===== src/rtl/disc_resp_pkg.sv =====
package disc_resp_pkg;

    localparam int DW    = 32;
    localparam int LEN_W = 18;
    localparam int IDX_W = 8;

    typedef enum logic [2:0] {
        PS_HDR,
        PS_LEN,
        PS_IDX,
        PS_FWD,
        PS_DRAIN
    } parse_st_e;

endpackage


===== src/rtl/disc_table.sv =====
module disc_table
    import disc_resp_pkg::*;
#(
    parameter logic [15:0]             DISC_VID   = 16'h0001,
    parameter int                      NUM_EXTRA  = 2,
    parameter logic [NUM_EXTRA*16-1:0] EXTRA_VID  = {NUM_EXTRA{16'h1A2B}},
    parameter logic [NUM_EXTRA*8-1:0]  EXTRA_TYPE = {NUM_EXTRA{8'h01}}
) (
    input  logic [IDX_W-1:0] idx,
    output logic [DW-1:0]    word
);

    localparam int NUM_ENT = NUM_EXTRA + 1;

    logic [15:0] vid_a [NUM_ENT];
    logic [7:0]  typ_a [NUM_ENT];

    assign vid_a[0] = DISC_VID;
    assign typ_a[0] = 8'h00;

    for (genvar g = 1; g < NUM_ENT; g++) begin : g_ent
        assign vid_a[g] = EXTRA_VID[(g-1)*16 +: 16];
        assign typ_a[g] = EXTRA_TYPE[(g-1)*8 +: 8];
    end

    logic [15:0]      sel_vid;
    logic [7:0]       sel_typ;
    logic [IDX_W-1:0] nxt;

    always_comb begin
        sel_vid = '0;
        sel_typ = '0;
        for (int i = 0; i < NUM_ENT; i++) begin
            if (idx == IDX_W'(i)) begin
                sel_vid = vid_a[i];
                sel_typ = typ_a[i];
            end
        end
        nxt  = (idx == IDX_W'(NUM_ENT - 1)) ? '0 : idx + IDX_W'(1);
        word = {nxt, sel_typ, sel_vid};
    end

endmodule


===== src/rtl/disc_req_parser.sv =====
module disc_req_parser
    import disc_resp_pkg::*;
#(
    parameter logic [15:0] DISC_VID = 16'h0001,
    parameter int          NUM_ENT  = 3
) (
    input  logic             clk,
    input  logic             rst_n,
    input  logic             in_valid,
    input  logic [DW-1:0]    in_data,
    input  logic             in_last,
    input  logic             busy,
    output logic             go,
    output logic [IDX_W-1:0] go_idx,
    output logic             err,
    output logic             fwd_valid,
    output logic [DW-1:0]    fwd_data,
    output logic             fwd_last
);

    typedef struct packed {
        parse_st_e        st;
        logic             go;
        logic [IDX_W-1:0] idx;
        logic             err;
        logic             fv;
        logic [DW-1:0]    fd;
        logic             fl;
    } parse_t;

    parse_t par_d, par_q;

    logic is_disc;
    logic len_ok;
    logic idx_ok;

    assign is_disc = (in_data[15:0] == DISC_VID) && (in_data[23:16] == 8'h00);
    assign len_ok  = (in_data[LEN_W-1:0] == LEN_W'(3));
    assign idx_ok  = (int'(in_data[IDX_W-1:0]) < NUM_ENT);

    always_comb begin
        par_d     = par_q;
        par_d.go  = 1'b0;
        par_d.err = 1'b0;
        par_d.fv  = 1'b0;
        if (in_valid && !busy) begin
            unique case (par_q.st)
                PS_HDR: begin
                    if (is_disc) begin
                        if (in_last) par_d.err = 1'b1;
                        else         par_d.st  = PS_LEN;
                    end else begin
                        par_d.fv = 1'b1;
                        par_d.fd = in_data;
                        par_d.fl = in_last;
                        if (!in_last) par_d.st = PS_FWD;
                    end
                end
                PS_LEN: begin
                    if (in_last) begin
                        par_d.err = 1'b1;
                        par_d.st  = PS_HDR;
                    end else if (!len_ok) begin
                        par_d.err = 1'b1;
                        par_d.st  = PS_DRAIN;
                    end else begin
                        par_d.st  = PS_IDX;
                    end
                end
                PS_IDX: begin
                    par_d.st = in_last ? PS_HDR : PS_DRAIN;
                    if (!in_last || !idx_ok) begin
                        par_d.err = 1'b1;
                    end else begin
                        par_d.go  = 1'b1;
                        par_d.idx = in_data[IDX_W-1:0];
                    end
                end
                PS_FWD: begin
                    par_d.fv = 1'b1;
                    par_d.fd = in_data;
                    par_d.fl = in_last;
                    if (in_last) par_d.st = PS_HDR;
                end
                PS_DRAIN: begin
                    if (in_last) par_d.st = PS_HDR;
                end
                default: par_d.st = PS_HDR;
            endcase
        end
    end

    always_ff @(posedge clk or negedge rst_n) begin
        if (!rst_n) begin
            par_q <= '{st: PS_HDR, go: 1'b0, idx: '0, err: 1'b0,
                       fv: 1'b0, fd: '0, fl: 1'b0};
        end else begin
            par_q <= par_d;
        end
    end

    assign go        = par_q.go;
    assign go_idx    = par_q.idx;
    assign err       = par_q.err;
    assign fwd_valid = par_q.fv;
    assign fwd_data  = par_q.fd;
    assign fwd_last  = par_q.fl;

endmodule


===== src/rtl/disc_rsp_tx.sv =====
module disc_rsp_tx
    import disc_resp_pkg::*;
#(
    parameter logic [15:0] DISC_VID = 16'h0001
) (
    input  logic             clk,
    input  logic             rst_n,
    input  logic             go,
    input  logic [IDX_W-1:0] go_idx,
    input  logic [DW-1:0]    ent_word,
    output logic [IDX_W-1:0] cur_idx,
    output logic             rsp_valid,
    output logic [DW-1:0]    rsp_data,
    output logic             rsp_last
);

    typedef struct packed {
        logic             act;
        logic [1:0]       beat;
        logic [IDX_W-1:0] idx;
        logic [DW-1:0]    data;
        logic             last;
    } tx_t;

    tx_t tx_d, tx_q;

    always_comb begin
        tx_d = tx_q;
        if (go) begin
            tx_d.act  = 1'b1;
            tx_d.beat = 2'd0;
            tx_d.idx  = go_idx;
            tx_d.data = {16'h0000, DISC_VID};
            tx_d.last = 1'b0;
        end else if (tx_q.act) begin
            unique case (tx_q.beat)
                2'd0: begin
                    tx_d.beat = 2'd1;
                    tx_d.data = DW'(3);
                end
                2'd1: begin
                    tx_d.beat = 2'd2;
                    tx_d.data = ent_word;
                    tx_d.last = 1'b1;
                end
                default: begin
                    tx_d.act  = 1'b0;
                    tx_d.beat = 2'd0;
                    tx_d.data = '0;
                    tx_d.last = 1'b0;
                end
            endcase
        end
    end

    always_ff @(posedge clk or negedge rst_n) begin
        if (!rst_n) begin
            tx_q <= '0;
        end else begin
            tx_q <= tx_d;
        end
    end

    assign cur_idx   = tx_q.idx;
    assign rsp_valid = tx_q.act;
    assign rsp_data  = tx_q.data;
    assign rsp_last  = tx_q.last;

endmodule


===== src/rtl/disc_responder.sv =====
module disc_responder
    import disc_resp_pkg::*;
#(
    parameter logic [15:0]             DISC_VID   = 16'h0001,
    parameter int                      NUM_EXTRA  = 2,
    parameter logic [NUM_EXTRA*16-1:0] EXTRA_VID  = {16'h1A2B, 16'h1A2B},
    parameter logic [NUM_EXTRA*8-1:0]  EXTRA_TYPE = {8'h02, 8'h01}
) (
    input  logic          clk,
    input  logic          rst_n,
    input  logic          in_valid,
    input  logic [31:0]   in_data,
    input  logic          in_last,
    output logic          rsp_valid,
    output logic [31:0]   rsp_data,
    output logic          rsp_last,
    output logic          fwd_valid,
    output logic [31:0]   fwd_data,
    output logic          fwd_last,
    output logic          err
);

    localparam int NUM_ENT = NUM_EXTRA + 1;

    logic             go;
    logic [IDX_W-1:0] go_idx;
    logic [IDX_W-1:0] cur_idx;
    logic [DW-1:0]    ent_word;
    logic             busy;

    assign busy = go | (rsp_valid & ~rsp_last);

    disc_req_parser #(
        .DISC_VID (DISC_VID),
        .NUM_ENT  (NUM_ENT)
    ) u_parse (
        .clk       (clk),
        .rst_n     (rst_n),
        .in_valid  (in_valid),
        .in_data   (in_data),
        .in_last   (in_last),
        .busy      (busy),
        .go        (go),
        .go_idx    (go_idx),
        .err       (err),
        .fwd_valid (fwd_valid),
        .fwd_data  (fwd_data),
        .fwd_last  (fwd_last)
    );

    disc_table #(
        .DISC_VID   (DISC_VID),
        .NUM_EXTRA  (NUM_EXTRA),
        .EXTRA_VID  (EXTRA_VID),
        .EXTRA_TYPE (EXTRA_TYPE)
    ) u_tab (
        .idx  (cur_idx),
        .word (ent_word)
    );

    disc_rsp_tx #(
        .DISC_VID (DISC_VID)
    ) u_tx (
        .clk       (clk),
        .rst_n     (rst_n),
        .go        (go),
        .go_idx    (go_idx),
        .ent_word  (ent_word),
        .cur_idx   (cur_idx),
        .rsp_valid (rsp_valid),
        .rsp_data  (rsp_data),
        .rsp_last  (rsp_last)
    );

endmodule


===== config.mk =====
export PLATFORM = sky130hd
export DESIGN_NAME = disc_responder
export DESIGN_NICKNAME = d
export VERILOG_FILES = /design/src/rtl/disc_resp_pkg.sv /design/src/rtl/disc_table.sv /design/src/rtl/disc_req_parser.sv /design/src/rtl/disc_rsp_tx.sv /design/src/rtl/disc_responder.sv
export SDC_FILE = /design/constraint.sdc
export NUM_CORES = 1
export LEC_CHECK = 0
export BUFFER_PORTS_ARGS = -buffer_cell sky130_fd_sc_hd__buf_2
export CORE_UTILIZATION = 45
export DETAILED_ROUTE_END_ITERATION = 10
export HOLD_SLACK_MARGIN = 0.1
export PLACE_DENSITY = 0.71
export SLEW_MARGIN = 20
export SYNTH_ARGS = -nofsm -noshare
export SYNTH_HDL_FRONTEND = slang
export SYNTH_SLANG_ARGS = --single-unit

===== constraint.sdc =====
create_clock -name clk -period 2.3 [get_ports clk]
set_input_delay 0.345 -clock clk [delete_from_list [all_inputs] [get_ports clk]]
set_output_delay 0.345 -clock clk [all_outputs]
set_load 0.02 [all_outputs]

Word-level counts from Yosys, hierarchy flattened --
Index checks and enable logic that the tools add are counted.
Word-level totals: bits in registers 91, word-level logic and storage cells 82, bits in read-only memories 0, memories 0, output and inout bits 69, RAM bits 0, input port bits 36, bits in latches 0
Cells by class: $mul 0, reductions and logical operators 18, multiplexer cells 33, shifts and indexed selects 0, div/mod/pow operators 0, eq/ne operators 13, add/sub/neg operators 1, magnitude comparators 1, bitwise logic cells 4
Operators by type and width (number):
- $pmux W34 S2 | 1
- $mux W33 | 2
- $pmux W32 S2 | 1
- $mux W44 | 1
- $mux W34 | 1
- $mux W3 | 9
- $mux W13 | 2
- $eq A18 B2 Y1 const B | 1
- $mux W9 | 2
- $eq A16 B1 Y1 const B | 1
- $logic_not A8 Y1 | 2
- $pmux W3 S4 | 1
- $reduce_and A3 Y1 | 3
- $add A8 B1 Y8 const B | 1
- $eq A8 B1 Y1 const B | 1
- $eq A8 B2 Y1 const B | 1
- $lt A8 B2 Y1 const B | 1
- $mux W1 | 8
- $mux W8 | 1
- $eq A3 B2 Y1 const B | 2
- $ne A2 B2 Y1 const B | 3
- $pmux W2 S2 | 1
- $reduce_bool A2 Y1 | 2
- $reduce_or A2 Y1 | 2
- other kinds (16) | 20

Depth between registers and ports, before layout --
Gate-level depths: netlist of run 1.
depth in word-level cells 7, depth in mapped cells 6

Modules after synthesis --
A second synthesis of run 1 with hierarchy kept.
Second synthesis, totals: cells, all modules 652, area total of the unflattened synthesis 5823.1 um^2
By module, submodules not included:
- disc_req_parser | area each 3325.7 um^2, cells an instance 384, instances 1
- disc_rsp_tx | area each 2104.5 um^2, cells an instance 214, instances 1
- disc_table | area each 381.6 um^2, cells an instance 52, instances 1
- disc_responder | area each 11.3 um^2, cells an instance 2, instances 1

Worst setup path after synthesis of run 1 --
OpenSTA, ideal clock, no wires.
path type input to register, from input port in_data[9], to register u_parse.par_q, in the netlist u_parse.fwd_data[0], library setup time 125 ps, required time 2175 ps, slack 327 ps, arrival 1848 ps, cell stages on the path 5, cells stage by stage nor4_1 nand4_1 o31ai_4 buf_6 mux2_4
On the way: longest elaborated chain between the ends 4
RTL lines:
- start: declaration | RTL line disc_responder.sv:12 | input logic [31:0] in_data,
- $eq A16 B1 Y1 | RTL line disc_req_parser.sv:37 | assign is_disc = (in_data[15:0] == DISC_VID) && (in_data[23:16] == 8'h00);
- $logic_and A1 B1 Y1 | RTL line disc_req_parser.sv:37
- $ne A2 B2 Y1 (no line)
- $reduce_and A3 Y1 (no line)
- end signal: assignment | RTL line disc_req_parser.sv:95 | par_q <= '{st: PS_HDR, go: 1'b0, idx: '0, err: 1'b0,
- end signal: assignment | RTL line disc_req_parser.sv:98 | par_q <= par_d;
- end: declaration | RTL line disc_req_parser.sv:31 | parse_t par_d, par_q;
Every way passes these cells. A chain may end at the register's enable or synchronous reset.

Final worst setup path of run 1 --
from register u_parse.par_q[45] (netlist bit), to register u_parse.par_q, in the netlist u_parse.fwd_data[21]
On the way: longest elaborated chain between the ends 3, elaborated cells on any way between the ends 6, classes of those cells eq/ne: 2; mux: 1; reduce/logical: 3
RTL lines:
- $logic_not A3 Y1 or $eq A3 B2 Y1 (tied branches) | RTL line disc_req_parser.sv:47 | unique case (par_q.st)
- $ne A2 B2 Y1 (no line) or $reduce_bool A2 Y1 (tied branches)
- $reduce_and A3 Y1 (no line)
Parallel ways exist; a longest one is shown, timed or not.

==> impl_metrics.env, run 1 <==
export IMPL_die_x_um=93.00
export IMPL_grt_pass1_vias=2282
export IMPL_gp_congestion=0.8382
export IMPL_grt_pass1_wl_mm=11.07
export IMPL_synth_edf_count=0
export IMPL_hold_buffers=1
export IMPL_rsz0062_at_grt="false"
export IMPL_setup_viol=0
export IMPL_die_area_um2=8648
export IMPL_hold_class="input port to flop"
export IMPL_dp_hpwl_mm=4.809
export IMPL_synth_adder_area_share=0.01343
export IMPL_cap_violations=0
export IMPL_ir_worst_vdd_mv=0.4643
export IMPL_final_cell_mix="buf_2, dfrtp_1, mux2_4"
export IMPL_avgSynthCellArea_um2=11.98
export IMPL_path_cells="or2_1 > a2111oi_4 > o31ai_4 > buf_4 > mux2_4"
export IMPL_synthMuxAreaShare=0.1437
export IMPL_ys_flop_type="dfrtp_1"
export IMPL_synth_seq_area_share=0.4835
export IMPL_synthXorXnorAreaFrac=0.01410
export IMPL_multi_input_area_um2=1414
export IMPL_via_per_inst=4.823
export IMPL_slowest_stage="a2111oi_4"
export IMPL_timing_final_crit_share=0.8904
export IMPL_core_um2=7848
export IMPL_cp_required_ps=2520
export IMPL_start_util=0.4748
export IMPL_synthSimpleGateAreaFrac=0.1172
export IMPL_cts_clk_slew_worst_paths_ps=80
export IMPL_synth_compound_area_share=0.07589
export IMPL_yosys_top_cells_area="dfrtp_1, buf_4, mux2_4, mux2_2, nand2_1"
export IMPL_fin_skew_ps=12.32
export IMPL_start_kind="flop"
export IMPL_cts_sinks=72
export IMPL_ys_async_sr_fraction=1.000
export IMPL_wl_per_cell_um=14.16
export IMPL_cts_buffer_depth=2
export IMPL_wl_mm=6.639
export IMPL_firstDrtPassIters=4
export IMPL_cts_tree="built"
export IMPL_first_iter_violations=74
export IMPL_synth_area_um2=3726
export IMPL_total_power_mw=4.792
export IMPL_grt_max_degree=73
export IMPL_power_density_nw_per_um2=1164
export IMPL_synth_top_family_by_area="buffers and inverters"
export IMPL_holdPathStages=2
export IMPL_final_nets=402
export IMPL_via_count=2262
export IMPL_layout_commonest_cell="buf_2"
export IMPL_synth_seq_cells=72
export IMPL_cpPeakStageDelay_ps=500
export IMPL_slew_viol_final=0
export IMPL_cp_end_kind="flop"
export IMPL_drc_errors=0
export IMPL_synthDistinctLibCells=53
export IMPL_yosys_area_top_type_share=0.4835
export IMPL_antenna_found_initial=0
export IMPL_yosys_area_top_type="dfrtp_1"
export IMPL_reg2reg_depth=5
export IMPL_reg2reg_setup_slack_ps=250
export IMPL_io_buffers=89
export IMPL_maxSlewHeadroom=0.5570
export IMPL_grt_overflow=0
export IMPL_final_setup_tns_ps=0
export IMPL_numCtsBuffers=9
export IMPL_arrival_ps=2270
export IMPL_antenna_diode_count=0
export IMPL_hold_end="u_parse.fwd_data[27]"
export IMPL_max_freq_mhz=488.3
export IMPL_regArea_um2=1802
export IMPL_die_h_um=93.00
export IMPL_post_cts_buffers=0
export IMPL_critPathKind="flop to flop"
export IMPL_post_cts_resized=0
export IMPL_drive_gt1_frac=0.4414
export IMPL_cts_root_buf="clkbuf_8"
export IMPL_hold_viol=0
export IMPL_tightestPinTransition_ps=662.1
export IMPL_path_buf_inv=1
export IMPL_cp_max_fo=8
export IMPL_outcome="complete, no violations"
export IMPL_leakage_nw=2.105
export IMPL_fin_crit_ps=2048
export IMPL_rows=32
export IMPL_cp_top_family="compound AO/OA/AOI/OAI gates"
export IMPL_grt_usage=0.1678
export IMPL_areaGrowthSynthToFinish_pct=10.48
export IMPL_r2r_end="u_parse.fwd_data[21]"
export IMPL_htreeDepth=3
export IMPL_clk_latency_ps=350
export IMPL_r2r_start="u_parse.par_q[45]"
export IMPL_ios=105
export IMPL_syn_inst=311
export IMPL_hold_start="in_data[27]"
export IMPL_nFillCells=707
export IMPL_yosys_warnings=0
export IMPL_postRouteAntennaNets=0
[state kept, by name, indices dropped and copies added (netlist names)]
register,flops
u_parse.fwd_data,32
u_tx.rsp_data,13
u_parse.go_idx,8
u_tx.cur_idx,8
u_parse.par_q,3
u_tx.tx_q,2
u_parse.err,1
u_parse.fwd_last,1
u_parse.fwd_valid,1
u_parse.go,1
u_tx.rsp_last,1
u_tx.rsp_valid,1
[metal layers]
layer  vias to the layer above  wire (um)  global-route usage
li1                       1110          -                   -
met1                      1090       3105              0.2215
met2                        55       3191              0.2610
met3                         7        239             0.03577
met4                         0        102             0.08462
met5                         -          0                   0
[layout make-up]
class / instances / area share
clock inverters: 5 / 0.01337
flip-flops and latches: 72 / 0.4377
clock buffers: 11 / 0.03678
inverters: 5 / 0.004559
multi-input cells: 175 / 0.3435
well taps: 102 / 0.03100
repair buffers: 99 / 0.1331
[how the worst max path moves through the flow]
stage | end | cells past startpoint | start | slack, ps
final | u_parse.fwd_data[21] | 5 | u_parse.par_q[45] | 250
after global routing | u_parse.fwd_data[21] | 5 | u_parse.par_q[45] | 130
after CTS | u_parse.fwd_data[21] | 5 | u_parse.par_q[45] | 260
after detailed placement | u_parse.fwd_data[26] | 6 | in_data[8] | 80
after global placement | u_parse.fwd_data[4] | 6 | in_data[8] | 140
after floorplan | u_parse.fwd_data[0] | 5 | in_data[9] | 330
[cell families (layout without fill, tap and decap cells)]
logic type	Yosys count	after routing
buffers and inverters	78	120
DFF	72	72
AOI/OAI and AO/OA	36	36
other	1	15
muxes	39	39
adders and majority gates	4	4
xor gates and xnor gates	6	6
and+or+nand+nor	75	75
[synth_stat cells (all sizes together), types with 2 or more instances]
| master | n |
|---|---|
| dfrtp | 72 |
| buf | 67 |
| mux2 | 38 |
| nand2 | 18 |
| nor2 | 13 |
| o21ai | 12 |
| nor2b | 10 |
| clkbuf | 6 |
| nor3 | 6 |
| a22o | 5 |
| inv | 5 |
| nor4 | 5 |
| a21oi | 4 |
| ha | 4 |
| nand3 | 3 |
| nand4 | 3 |
| or2 | 3 |
| or3 | 3 |
| xnor2 | 3 |
| xor2 | 3 |
| a32o | 2 |
| and4 | 2 |
| nand2b | 2 |
| o41ai | 2 |
| or4 | 2 |
[power by group]
group | switching (mW) | total (mW) | internal (mW)
registers | 0.239 | 1.88 | 1.64
logic | 0.980 | 1.89 | 0.910
clock network | 0.463 | 1.02 | 0.556
[stage by stage]
step | utilization | cells | hold WS (ps) | cell area (um2) | setup slack [ps]
6_report | 0.5246 | 469 | 224.6 | 4116 | 252.2
5_1_grt | 0.5246 | 469 | 204.3 | 4116 | 134.4
4_1_cts | 0.5246 | 469 | 211.7 | 4116 | 255.8
3_5_place_dp | 0.4970 | 452 | 405.7 | 3900 | 81.10
3_3_place_gp | 0.4970 | 452 | 398.7 | 3900 | 138.6
2_1_floorplan | - | 325 | 49.41 | 3779 | 327.2
[worst reg2reg max path: cells and delay by family (launching register included)]
family / cells / cell delay, ps
AO/OA/AOI/OAI: 2 / 680
flip-flops: 1 / 430
multiplexers: 1 / 310
AND/OR/NAND/NOR: 1 / 290
buffers and inverters: 1 / 230
Note: power is estimated with default switching activity, not from simulation.
==> run 2, diff against run 1 <==
--- a/config.mk
+++ b/config.mk
@@ -6,7 +6,9 @@
 export NUM_CORES = 1
 export LEC_CHECK = 0
 export BUFFER_PORTS_ARGS = -buffer_cell sky130_fd_sc_hd__buf_2
+export CORE_MARGIN = 3
 export CORE_UTILIZATION = 45
+export CTS_BUF_LIST = sky130_fd_sc_hd__clkbuf_8
 export DETAILED_ROUTE_END_ITERATION = 10
 export HOLD_SLACK_MARGIN = 0.1
 export PLACE_DENSITY = 0.71
==> run 2 against run 1 <==
Clock power increased by 15%. Flip-flop and latch count unchanged. Critical path depth unchanged. Sequential power about the same. Count of clock-buffer cells in the layout increased by 1. Largest cell class unchanged. Final area increased by 0.46%. Register-to-register slack about the same. Sequential share of layout area decreased by 0.20 points. Routed wire length increased by 4.0%. Clock skew decreased by 1.4 ps.
==> impl_metrics.env, run 2 (same netlist as run 1, synthesis figures left out) <==
export IMPL_grt_overflow=0
export IMPL_gp_congestion=0.8178
export IMPL_fin_skew_ps=10.89
export IMPL_fin_crit_ps=2053
export IMPL_holdPathStages=2
export IMPL_numCtsBuffers=9
export IMPL_final_nets=400
export IMPL_die_area_um2=9408
export IMPL_drc_errors=0
export IMPL_antenna_found_initial=0
export IMPL_wl_mm=6.902
export IMPL_max_freq_mhz=487.1
export IMPL_outcome="complete, no violations"
export IMPL_grt_usage=0.1514
export IMPL_timing_final_crit_share=0.8926
export IMPL_cts_clk_slew_worst_paths_ps=80
export IMPL_power_density_nw_per_um2=1194
export IMPL_cp_max_fo=32
export IMPL_via_per_inst=4.946
export IMPL_leakage_nw=2.110
export IMPL_die_h_um=97.00
export IMPL_htreeDepth=3
export IMPL_core_um2=7888
export IMPL_clk_latency_ps=330
export IMPL_arrival_ps=2280
export IMPL_cap_violations=0
export IMPL_r2r_start="u_parse.par_q[44]"
export IMPL_areaGrowthSynthToFinish_pct=10.98
export IMPL_ir_worst_vdd_mv=0.5437
export IMPL_final_setup_tns_ps=0
export IMPL_layout_commonest_cell="buf_2"
export IMPL_nFillCells=690
export IMPL_critPathKind="flop to flop"
export IMPL_dp_hpwl_mm=5.050
export IMPL_cp_end_kind="flop"
export IMPL_post_cts_buffers=0
export IMPL_largest_reg_flops=32
export IMPL_r2r_end="u_parse.fwd_data[24]"
export IMPL_cts_tree="built"
export IMPL_antenna_diode_count=0
export IMPL_grt_max_degree=50
export IMPL_ios=105
export IMPL_grt_pass1_wl_mm=11.77
export IMPL_hold_viol=0
export IMPL_reg2reg_depth=5
export IMPL_die_x_um=97.00
export IMPL_final_core_utilization=0.5243
export IMPL_tightestPinTransition_ps=702.8
export IMPL_start_kind="flop"
export IMPL_maxSlewHeadroom=0.5297
export IMPL_drive_gt1_frac=0.4384
export IMPL_cp_required_ps=2520
export IMPL_first_iter_violations=152
export IMPL_hold_end="u_parse.fwd_data[27]"
export IMPL_cts_buffer_depth=2
export IMPL_postRouteAntennaNets=0
export IMPL_whs_ps=240.1
export IMPL_rsz0062_at_grt="false"
export IMPL_rows=32
export IMPL_wl_per_cell_um=14.78
export IMPL_slew_viol_final=0
export IMPL_hold_class="input port to flop"
export IMPL_start_util=0.4724
export IMPL_reg2reg_setup_slack_ps=250
export IMPL_multi_input_area_um2=1414
export IMPL_cts_sinks=72
export IMPL_firstDrtPassIters=4
export IMPL_io_buffers=89
export IMPL_grt_pass1_vias=2354
export IMPL_hold_start="in_data[27]"
export IMPL_setup_viol=0
export IMPL_regArea_um2=1802
export IMPL_cts_root_buf="clkbuf_8"
export IMPL_final_cell_mix="buf_2, dfrtp_1, mux2_4"
export IMPL_via_count=2310
## run 2: cell types whose count changed in the layout (fill, tap and decap cells not counted)
cell	previous run	this run
buf_4	7	5
clkinv_2	2	0
bufinv_16	1	2
clkbuf_8	11	12
## run 2: per-stage QoR
stage	setup slack (ps)	cell area (um2)	std cells	power, mW
2_1_floorplan	327.2	3779	325	3.698
3_3_place_gp	128.6	3885	450	3.760
6_report	247.1	4135	467	4.937
4_1_cts	257.1	4135	467	4.983
3_5_place_dp	52.62	3885	450	3.802
5_1_grt	183.9	4135	467	5.186
## run 2: cell type report
type	instances	area share
Timing Repair Buffer	97	0.1289
Clock buffer	12	0.03994
Multi-Input combinational cell	175	0.3419
Clock inverter	4	0.01815
Tap cell	102	0.03086
Sequential cell	72	0.4357
Inverter	5	0.004539
## run 2: per-layer routing
layer,vias to the layer above,track usage,share of wire
li1,1106,-,-
met4,0,0.06371,0.011
met5,-,0,0
met1,1127,0.2063,0.46
met2,72,0.2373,0.48
met3,5,0.02812,0.052
## run 2: where the power goes
part / internal (mW) / switching [mW]
combinational: 0.901 / 0.978
clock: 0.700 / 0.465
sequential: 1.64 / 0.249
## run 2: how the worst max path moves through the flow
stage,start,end,slack (ps),cells past startpoint
floorplan,in_data[9],u_parse.fwd_data[0],330,5
global placement,in_data[8],u_parse.fwd_data[7],130,6
detailed placement,in_data[8],u_parse.fwd_data[7],50,6
CTS,u_parse.par_q[44],u_parse.fwd_data[13],260,5
global route,u_parse.par_q[44],u_parse.fwd_data[29],180,5
finish,u_parse.par_q[44],u_parse.fwd_data[24],250,5
## run 2: worst max-delay path, cell delays in order, from the launching register on
cell and delay, ps:
dfrtp_1 440, or2_1 280, a2111oi_4 500, o31ai_4 160, buf_12 220, mux2_4 320
## run 2: timing repair
item                                   CTS  global route
resized for setup                        0             0
endpoints found under the hold margin   23             0
hold buffers                             1             0
==> run 3, diff against run 2 <==
--- a/config.mk
+++ b/config.mk
@@ -5,13 +5,14 @@
 export SDC_FILE = /design/constraint.sdc
 export NUM_CORES = 1
 export LEC_CHECK = 0
+export ABC_AREA = 1
 export BUFFER_PORTS_ARGS = -buffer_cell sky130_fd_sc_hd__buf_2
 export CORE_MARGIN = 3
 export CORE_UTILIZATION = 45
 export CTS_BUF_LIST = sky130_fd_sc_hd__clkbuf_8
 export DETAILED_ROUTE_END_ITERATION = 10
 export HOLD_SLACK_MARGIN = 0.1
-export PLACE_DENSITY = 0.71
+export PLACE_DENSITY = 0.7
 export SLEW_MARGIN = 20
 export SYNTH_ARGS = -nofsm -noshare
 export SYNTH_HDL_FRONTEND = slang
==> constraint.sdc (replaced) <==
create_clock -name clk -period 2.3 [get_ports clk]
set_input_delay 0.345 -clock clk [delete_from_list [all_inputs] [get_ports clk]]
set_output_delay 0.345 -clock clk [all_outputs]
set_load 0.01 [all_outputs]
==> run 3 against run 2 <==
Register-to-register slack gained 210 ps. First-iteration DRC count shrank 4.6%. Combinational power shrank 21%. Critical endpoint is now u_parse.go_idx[1]. Synthesized cell count grew 45%. Critical path type unchanged. Global-route usage grew 1.3 points. Largest power group unchanged. Fmax grew 12%. Synthesized area grew 2.5%. Setup slack gained 210 ps. Sequential power is essentially flat.
==> impl_metrics.env, run 3 <==
export IMPL_yosys_area_top_type="dfrtp_1"
export IMPL_htreeDepth=3
export IMPL_io_buffers=89
export IMPL_wl_mm=7.587
export IMPL_cts_tree="built"
export IMPL_busiest_layer="met2"
export IMPL_hold_viol=0
export IMPL_yosys_top_cells_area="dfrtp_1, buf_4, nand2_1, nand4_1, nor2_1"
export IMPL_ys_flop_type="dfrtp_1"
export IMPL_nFillCells=749
export IMPL_largest_reg_flops=32
export IMPL_hold_buffers=0
export IMPL_whs_ps=126.9
export IMPL_multi_input_area_um2=1373
export IMPL_critPathKind="flop to flop"
export IMPL_final_cell_mix="nand2_1, buf_2, dfrtp_1"
export IMPL_ys_async_sr_fraction=1.000
export IMPL_dp_cells=580
export IMPL_synth_edf_count=0
export IMPL_cap_violations=0
export IMPL_areaGrowthSynthToFinish_pct=7.211
export IMPL_synth_seq_cells=72
export IMPL_first_iter_violations=145
export IMPL_synthDistinctLibCells=29
export IMPL_final_setup_tns_ps=0
export IMPL_drive_gt1_frac=0.2449
export IMPL_die_h_um=98.11
export IMPL_firstDrtPassIters=4
export IMPL_maxSlewHeadroom=0.4140
export IMPL_via_count=2904
export IMPL_yosys_area_top_type_share=0.4720
export IMPL_met1_usage=0.2012
export IMPL_postRouteAntennaNets=0
export IMPL_hold_class="input port to asynchronous set/reset pin"
export IMPL_core_um2=7968
export IMPL_regArea_um2=1802
export IMPL_arrival_ps=2120
export IMPL_ios=105
export IMPL_clk_latency_ps=340
export IMPL_cts_root_buf="clkbuf_8"
export IMPL_synth_area_um2=3817
export IMPL_grt_max_degree=73
export IMPL_cts_clk_slew_worst_paths_ps=70
export IMPL_grt_pass1_wl_mm=13.01
export IMPL_gp_congestion=0.8630
export IMPL_leakage_nw=2.192
export IMPL_numCtsBuffers=9
export IMPL_synth_common_cells="nand2_1, dfrtp_1, buf_4, nor2_1, nand4_1"
export IMPL_final_nets=529
export IMPL_cts_sinks=72
export IMPL_antenna_found_initial=0
export IMPL_cp_max_fo=23
export IMPL_timing_final_crit_share=0.8000
export IMPL_yosys_warnings=0
export IMPL_die_x_um=98.11
export IMPL_outcome="complete, no violations"
export IMPL_fin_skew_ps=8.904
export IMPL_grt_pass1_vias=2759
export IMPL_cp_required_ps=2580
export IMPL_avgSynthCellArea_um2=8.446
export IMPL_layout_setup_ws_ps=460.0
export IMPL_dp_hpwl_mm=5.526
export IMPL_cts_buffer_depth=2
export IMPL_wl_per_cell_um=12.73
export IMPL_drc_errors=0
export IMPL_stdcell_count=596
export IMPL_synth_seq_area_share=0.4720
export IMPL_post_cts_buffers=0
export IMPL_start_util=0.4791
export IMPL_max_freq_mhz=543.5
export IMPL_met2_usage=0.2796
export IMPL_die_area_um2=9625
export IMPL_fin_crit_ps=1840
export IMPL_antenna_diode_count=0
export IMPL_grt_overflow=0
export IMPL_grt_usage=0.1641
export IMPL_layout_commonest_cell="nand2_1"
export IMPL_syn_inst=452
export IMPL_synth_most_common_cell="nand2_1"
export IMPL_slew_viol_final=0
export IMPL_setup_viol=0
export IMPL_cp_end_kind="flop"
export IMPL_tightestPinTransition_ps=879.0
export IMPL_post_cts_resized=0
export IMPL_power_density_nw_per_um2=1066
export IMPL_ir_worst_vdd_mv=0.5944
export IMPL_rows=32
export IMPL_grt_use_met3=0.06000
export IMPL_start_kind="flop"
export IMPL_rsz0062_at_grt="false"
export IMPL_via_per_inst=4.872
export IMPL_dp_slack_ps=453.3
==> run 3: worst paths after layout <==
path	startpoint	to	slack (ps)	depth (start not counted)
max	u_tx.rsp_valid	u_parse.go_idx[1]	460	8
min	rst_n	u_tx.rsp_data[31]	130	1
max reg2reg	u_tx.rsp_valid	u_parse.go_idx[1]	460	8
min reg2reg	u_parse.fwd_data[20]	u_parse.fwd_data[20]	470	2
max in group asynchronous	rst_n	u_parse.fwd_data[23]	1610	1
min in group clk	in_data[24]	u_parse.fwd_data[24]	250	3
==> run 3: critical path, cell delays in order, from the launching register on <==
cell and delay [ps]:
dfrtp_1 410, inv_2 270, nor2_1 120, nor3_4 210
buf_4 300, nand3_1 170, clkinv_1 170, nand2_1 70
nand2_1 50
==> run 3: cells by family after synthesis <==
group           count (synthesis)  share of synthesized area
other cells                     1                  0.0009823
simple gates                  228                     0.2799
xor+xnor                        4                   0.009179
compound gates                 32                    0.04261
buf+inv                       111                     0.1822
flops                          72                     0.4720
fa+ha+maj                       4                    0.01311
==> run 3: cell type report <==
| cell class | instances | share of cell area |
|---|---|---|
| multi-input combinational | 283 | 0.3354 |
| timing repair buffer | 94 | 0.1186 |
| clock inverter | 6 | 0.01437 |
| clock buffer | 10 | 0.03363 |
| inverter | 29 | 0.02660 |
| sequential | 72 | 0.4402 |
| tap | 102 | 0.03118 |
==> run 3: per-layer routing <==
metal | vias to the layer above | routed length [um]
li1 | 1463 | -
met1 | 1356 | 3242
met2 | 79 | 3785
met3 | 6 | 497
met4 | 0 | 61
met5 | - | 0
==> run 3: power by group <==
part           switching (mW)  leakage, nW  internal, mW
clock                   0.465        0.106         0.525
sequential              0.246        0.913          1.65
combinational           0.925         1.17         0.556
total                    1.64         2.19          2.73
==> run 3: metrics by stage <==
stage | cell area (um2) | power, mW | util
floorplan | 3870 | 3.265 | -
global placement | 3896 | 3.376 | 0.4890
detailed placement | 3896 | 3.418 | 0.4890
CTS | 4093 | 4.416 | 0.5137
global route | 4093 | 4.690 | 0.5137
finish | 4093 | 4.363 | 0.5137
